File: src/rtl/alu_status_pkg.sv
// Package: shared encodings for the sized ALU.
// Assumes a 3-bit operation code; codes past OP_XOR are reserved.
package alu_status_pkg;

    typedef enum logic [2:0] {
        OP_ADD = 3'd0,
        OP_SUB = 3'd1,
        OP_AND = 3'd2,
        OP_OR  = 3'd3,
        OP_XOR = 3'd4
    } alu_op_e;

    typedef struct packed {
        logic carry;
        logic ovf;
        logic sign;
        logic zero;
        logic aux;
        logic parity;
    } alu_flags_t;

    localparam int unsigned NIBBLE_W = 4;
    localparam int unsigned PAR_W    = 8;

endpackage

File: src/rtl/alu_size_decode.sv
// Module: turns the size code into a one-hot lane select.
// Assumes lane i is BASE_W << i bits wide. Codes at or past the widest lane
// select the widest lane.
module alu_size_decode #(
    parameter int unsigned LANES = 3,
    parameter int unsigned SZ_W  = 2
) (
    input  logic [SZ_W-1:0]  size_code,
    output logic [LANES-1:0] lane_sel
);

    // Purpose: one-hot decode with saturation to the widest lane.
    always_comb begin
        lane_sel = '0;
        if (int'(size_code) >= LANES - 1)
            lane_sel[LANES-1] = 1'b1;
        else
            lane_sel[size_code] = 1'b1;
    end

endmodule

File: src/rtl/alu_addsub.sv
// Module: full-width adder/subtractor that also exposes the carry into every bit.
// Subtract is A + ~B + 1. carry_vec[k] is the carry into bit k, and
// carry_vec[DATA_W] is the final carry out. A narrow lane reads its own
// carry out from carry_vec at its width.
module alu_addsub #(
    parameter int unsigned DATA_W = 32
) (
    input  logic [DATA_W-1:0] a,
    input  logic [DATA_W-1:0] b,
    input  logic              sub,
    output logic [DATA_W-1:0] sum,
    output logic [DATA_W:0]   carry_vec
);

    logic [DATA_W-1:0] b_eff;
    logic [DATA_W:0]   total;

    // Purpose: invert B for subtract and form the wide sum.
    always_comb begin
        b_eff = sub ? ~b : b;
        total = {1'b0, a} + {1'b0, b_eff} + {{DATA_W{1'b0}}, sub};
    end

    assign sum                     = total[DATA_W-1:0];
    assign carry_vec[DATA_W-1:0]   = a ^ b_eff ^ total[DATA_W-1:0];
    assign carry_vec[DATA_W]       = total[DATA_W];

endmodule

File: src/rtl/alu_flag_gen.sv
// Module: masks the raw result to the selected lane and derives six status flags.
// Assumes lane_sel is one-hot. For subtract, a carry of 0 means a borrow, so
// the carry and auxiliary flags invert. Logic operations clear carry,
// overflow and auxiliary.
module alu_flag_gen
    import alu_status_pkg::*;
#(
    parameter int unsigned DATA_W = 32,
    parameter int unsigned BASE_W = 8,
    parameter int unsigned LANES  = 3
) (
    input  logic [LANES-1:0]  lane_sel,
    input  logic [DATA_W-1:0] raw_res,
    input  logic [DATA_W:0]   carry_vec,
    input  logic              is_arith,
    input  logic              is_sub,
    output logic [DATA_W-1:0] res_out,
    output alu_flags_t        flags_out
);

    logic [LANES-1:0]  l_cout;
    logic [LANES-1:0]  l_cmsb;
    logic [LANES-1:0]  l_sign;
    logic [DATA_W-1:0] l_mask [LANES];

    // Per-lane taps: carry out, carry into the top bit, top bit, width mask.
    for (genvar gi = 0; gi < LANES; gi++) begin : g_lane
        localparam int unsigned LW = BASE_W << gi;
        assign l_cout[gi] = carry_vec[LW];
        assign l_cmsb[gi] = carry_vec[LW-1];
        assign l_sign[gi] = raw_res[LW-1];
        assign l_mask[gi] = {DATA_W{1'b1}} >> (DATA_W - LW);
    end

    logic [DATA_W-1:0] sel_mask;
    logic              sel_cout;
    logic              sel_cmsb;
    logic              sel_sign;

    // Purpose: pick the taps of the active lane.
    always_comb begin
        sel_mask = '0;
        sel_cout = 1'b0;
        sel_cmsb = 1'b0;
        sel_sign = 1'b0;
        for (int i = 0; i < LANES; i++) begin
            if (lane_sel[i]) begin
                sel_mask = sel_mask | l_mask[i];
                sel_cout = sel_cout | l_cout[i];
                sel_cmsb = sel_cmsb | l_cmsb[i];
                sel_sign = sel_sign | l_sign[i];
            end
        end
    end

    // Purpose: form the masked result and the flag set.
    always_comb begin
        res_out          = raw_res & sel_mask;
        flags_out.carry  = is_arith & (sel_cout ^ is_sub);
        flags_out.ovf    = is_arith & (sel_cout ^ sel_cmsb);
        flags_out.aux    = is_arith & (carry_vec[NIBBLE_W] ^ is_sub);
        flags_out.sign   = sel_sign;
        flags_out.zero   = (res_out == '0);
        flags_out.parity = ~^res_out[PAR_W-1:0];
    end

endmodule

File: src/rtl/alu_status_unit.sv
// Module: top of the sized ALU. It registers the result and the six flags on
// each strobe that carries a known operation code.
// Assumes a synchronous active-low reset that overrides the strobe. The
// outputs hold while no operation is accepted.
module alu_status_unit
    import alu_status_pkg::*;
#(
    parameter int unsigned BASE_W = 8,
    parameter int unsigned LANES  = 3,
    parameter int unsigned SZ_W   = 2,
    parameter int unsigned OP_W   = 3
) (
    input  logic                             clk,
    input  logic                             rst_n,
    input  logic                             op_valid,
    input  logic [OP_W-1:0]                  op_code,
    input  logic [SZ_W-1:0]                  op_size,
    input  logic [(BASE_W<<(LANES-1))-1:0]   opnd_a,
    input  logic [(BASE_W<<(LANES-1))-1:0]   opnd_b,
    output logic [(BASE_W<<(LANES-1))-1:0]   result,
    output logic                             flag_carry,
    output logic                             flag_ovf,
    output logic                             flag_sign,
    output logic                             flag_zero,
    output logic                             flag_aux,
    output logic                             flag_parity
);

    localparam int unsigned DATA_W = BASE_W << (LANES - 1);

    logic [LANES-1:0]  lane_sel;
    logic [DATA_W-1:0] sum;
    logic [DATA_W:0]   carry_vec;
    logic [DATA_W-1:0] logic_res;
    logic [DATA_W-1:0] raw_res;
    logic [DATA_W-1:0] next_res;
    alu_flags_t        next_flags;
    logic              is_arith;
    logic              is_sub;
    logic              op_known;

    logic [DATA_W-1:0] res_q;
    alu_flags_t        flags_q;

    alu_size_decode #(.LANES(LANES), .SZ_W(SZ_W)) u_size (
        .size_code (op_size),
        .lane_sel  (lane_sel)
    );

    alu_addsub #(.DATA_W(DATA_W)) u_addsub (
        .a         (opnd_a),
        .b         (opnd_b),
        .sub       (is_sub),
        .sum       (sum),
        .carry_vec (carry_vec)
    );

    // Purpose: classify the operation code.
    always_comb begin
        is_sub   = (op_code == OP_SUB);
        is_arith = (op_code == OP_ADD) || is_sub;
        op_known = (op_code <= OP_XOR);
    end

    // Purpose: bitwise operations, then the choice of arithmetic or logic result.
    always_comb begin
        unique case (op_code)
            OP_AND:  logic_res = opnd_a & opnd_b;
            OP_OR:   logic_res = opnd_a | opnd_b;
            OP_XOR:  logic_res = opnd_a ^ opnd_b;
            default: logic_res = '0;
        endcase
        raw_res = is_arith ? sum : logic_res;
    end

    alu_flag_gen #(.DATA_W(DATA_W), .BASE_W(BASE_W), .LANES(LANES)) u_flags (
        .lane_sel  (lane_sel),
        .raw_res   (raw_res),
        .carry_vec (carry_vec),
        .is_arith  (is_arith),
        .is_sub    (is_sub),
        .res_out   (next_res),
        .flags_out (next_flags)
    );

    // Purpose: output registers, loaded on an accepted operation, cleared by reset.
    always_ff @(posedge clk) begin
        if (!rst_n) begin
            res_q   <= '0;
            flags_q <= '0;
        end else if (op_valid && op_known) begin
            res_q   <= next_res;
            flags_q <= next_flags;
        end
    end

    assign result      = res_q;
    assign flag_carry  = flags_q.carry;
    assign flag_ovf    = flags_q.ovf;
    assign flag_sign   = flags_q.sign;
    assign flag_zero   = flags_q.zero;
    assign flag_aux    = flags_q.aux;
    assign flag_parity = flags_q.parity;

endmodule

File: config.mk
export PLATFORM = sky130hd
export DESIGN_NAME = alu_status_unit
export DESIGN_NICKNAME = d
export VERILOG_FILES = /design/src/rtl/alu_status_pkg.sv /design/src/rtl/alu_size_decode.sv /design/src/rtl/alu_addsub.sv /design/src/rtl/alu_flag_gen.sv /design/src/rtl/alu_status_unit.sv
export SDC_FILE = /design/constraint.sdc
export NUM_CORES = 1
export LEC_CHECK = 0
export ABC_AREA = 1
export BUFFER_PORTS_ARGS = -buffer_cell sky130_fd_sc_hd__buf_2
export CAP_MARGIN = 10
export CORE_MARGIN = 10
export CORE_UTILIZATION = 35
export CTS_BUF_LIST = sky130_fd_sc_hd__clkbuf_2
export CTS_CLUSTER_SIZE = 30
export DETAILED_ROUTE_END_ITERATION = 8
export GPL_TIMING_DRIVEN = 0
export PLACE_DENSITY_LB_ADDON = 0.12
export SETUP_SLACK_MARGIN = 0.3
export SYNTH_ARGS = -nofsm -noshare
export SYNTH_HDL_FRONTEND = slang
export SYNTH_SLANG_ARGS = --single-unit
File: constraint.sdc
create_clock -name clk -period 9.45 [get_ports clk]
set_clock_uncertainty 0.05 [all_clocks]
set_input_delay 1.89 -clock clk [delete_from_list [all_inputs] [get_ports clk]]
set_output_delay 1.89 -clock clk [all_outputs]
set_load 0.01 [all_outputs]
==> flow_summary.yaml <==
status:
  run_status: "completed"
sta:
  final-setup-viol-count: 0
  fmax_mhz: 160.2
  hold_viol: 0
  finalCritPeriodShare_pct: 66.07
  finalMaxSlewViolations: 0
  fin_crit_ns: 6.243
  rsz0062_at_grt: "false"
  finalSetupTns_ns: 0
  relSlewSlack_pct: 44.79
  holdWs_ns: 0.4275
  worst_slew_pin_slew_ns: 0.8281
worst_setup_path:
  cp-start-kind: "input port"
  worstReg2RegStart: "result[17]"
  critPathSlowestCell: "clkbuf_1"
  cp-startpoint: "op_code[1]"
  required_ns: 9.78
  rr_worst_depth: 2
  cpPeakStageDelay_ns: 0.45
  cp.depth: 26
  critPathTopFamily: "simple AND/OR/NAND/NOR gates"
  r2r-end: "result[17]"
  cp-endpoint: "flag_zero"
  end_kind: "flop"
  cpMostUsedCell: "nor2_1"
  crit_arrival_ns: 6.57
  r2r_setup_slack_ns: 8.72
  critPathMaxFanout: 10
  cp_num_buf_inv: 5
  critPathKind: "input port to flop"
detailed_routing:
  drc_errors: 0
  vias: 6717
  dr.first_iter.drc_count: 383
  drt_pass1_iterations: 5
  wl_mm: 22.48
  via_per_inst: 4.864
  wl_per_cell_um: 16.27
  ant_nets: 0
clock_network:
  cts_tree: "built"
  ctsLongestPathBuffers: 2
  path_clk_slew_ns: 0.20
  cts.sinks: 38
  postCtsHoldBufs: 0
  cts-resized-gates: 0
  clk_latency_ns: 0.41
  cts-htree-levels: 2
  post_cts_buffers: 0
  root_buffer: "clkbuf_2"
  cts_buffers: 5
placement:
  gp_congestion: 0.9312
  dp_hpwl_mm: 19.10
  io_buffers: 109
logic_synthesis:
  syn-num-nets: 1216
  yosysMostFrequentCell: "nand2_1"
  ys_async_sr_fraction_pct: 0
  ys_types: 38
  synthFlopType: "dfxtp_1"
  synth_edf_count: 0
  synth_area_per_cell_sq_um: 5.953
  synthTopCellsByArea: "ha_1, nand2_1, dfxtp_1"
  synth_cells: 1039
  yosys_warnings: 0
  synth_top_cell_by_area: "ha_1"
  netlist_area_sq_mm: 0.006185
  synthTopCellsByCount: "nand2_1, inv_1, ha_1, a21oi_1, nor2_1"
  synth_top_area_share_pct: 21.04
  ys_seq_area_share_pct: 12.30
  ys_seq_elements: 38
cells_and_area:
  fin_nets: 1332
  nFillCells: 2017
  final_util_pct: 40.76
  syn_to_final_growth_pct: 14.00
  diodes: 0
  drive_gt1_share_pct: 12.46
die:
  dieHeight_um: 152.9
  coreArea_sq_mm: 0.01730
  die_w_um: 152.9
  ioPinCount: 110
  core.rowCount: 48
  die-area_sq_mm: 0.02339
  start_util_pct: 35.76
power_and_ir_drop:
  p_per_area_mw_per_mm2: 90.75
  vdd_drop_max_mv: 0.04679
  p_leak_nw: 4.090
hold_path:
  hold_class: "flop to flop"
grt:
  antenna_found_initial: 0
  grt_usage_pct: 18.48
  grt_max_degree: 12
  grt_pass1_wl_mm: 35.42
  first_global_vias: 6715
  gr-total-overflow: 0
run:
  max_cap_violations: 0
how the worst min path moves through the flow:
stage	start	cells past startpoint	slack, ns	endpoint
after floorplan	flag_aux	2	0.44	flag_aux
after global placement	flag_carry	2	0.41	flag_carry
after detailed placement	flag_aux	2	0.41	flag_aux
after CTS	flag_aux	2	0.43	flag_aux
after global routing	flag_ovf	2	0.46	flag_ovf
final	flag_carry	2	0.43	flag_carry
worst reg2reg max path: stages, from the launching register on:
cell and delay, ns:
dfxtp_1 0.36, o21ai_0 0.17, a21oi_1 0.06
per-stage QoR:
step | std cells | worst slack (ns) | cell area, sq um | total power [mW]
after floorplan | 1039 | 4.010 | 6185 | 0.4402
after global placement | 1373 | 2.743 | 7012 | 0.5647
after detailed placement | 1373 | 2.719 | 7012 | 0.5661
after CTS | 1381 | 3.160 | 7051 | 0.6427
after global routing | 1381 | 2.747 | 7051 | 0.7057
final | 1381 | 3.207 | 7051 | 0.6399
power by group:
group          leakage [nW]  total (mW)  internal [mW]  switching, mW
sequential            0.313       0.178          0.172        0.00526
combinational          3.75       0.387          0.134          0.253
clock                0.0304      0.0755         0.0182         0.0573
total                  4.09       0.640          0.324          0.315
cells in the final DEF (no fill, tap or decap), drive strengths merged, types with 2 or more instances in the layout:
cell type,count
o211ai,11
nor2,76
a21o,2
o21ai,64
clkbuf,20
xnor2,6
dfxtp,38
a221oi,12
nor3,5
xor2,33
ha,104
o21bai,4
nand2,279
nand4,6
clkinv,3
or2,3
buf,121
a21oi,84
a22oi,2
nor4,2
o2111ai,3
inv,202
nand3,67
a31oi,3
cell type report:
| cell class | instances | area (sq um) | area share (%) |
|---|---|---|---|
| buffer | 26 | 111.4 | 1.579 |
| clock buffer | 6 | 30.03 | 0.4259 |
| clock inverter | 2 | 8.758 | 0.1242 |
| inverter | 203 | 762.0 | 10.81 |
| multi-input combinational | 772 | 4551 | 64.54 |
| sequential | 38 | 760.7 | 10.79 |
| tap | 225 | 281.5 | 3.993 |
| timing repair buffer | 109 | 545.5 | 7.737 |
flip-flops by register name, indices dropped and copies added (netlist names):
signal,cells
flag_aux,1
flag_carry,1
flag_ovf,1
flag_parity,1
flag_sign,1
flag_zero,1
result,32
kinds of logic after synthesis:
kind of cell	Yosys count	synth area share [%]
buffers and inverters	229	14.12
flip-flops	38	12.30
adder cells (fa/ha/maj)	105	21.36
AO/OA/AOI/OAI	187	16.95
XOR/XNOR	39	5.523
AND/OR/NAND/NOR	441	29.74
per-layer routing:
layer / share of wire [%] / up-vias / track usage (%)
li1: - / 3541 / -
met1: 45 / 2985 / 22.24
met5: 0 / - / 0
met2: 48 / 158 / 33.04
met4: 2.9 / 0 / 5.767
met3: 4.1 / 33 / 2.497
No activity file was read; power rests on OpenSTA's default activity.
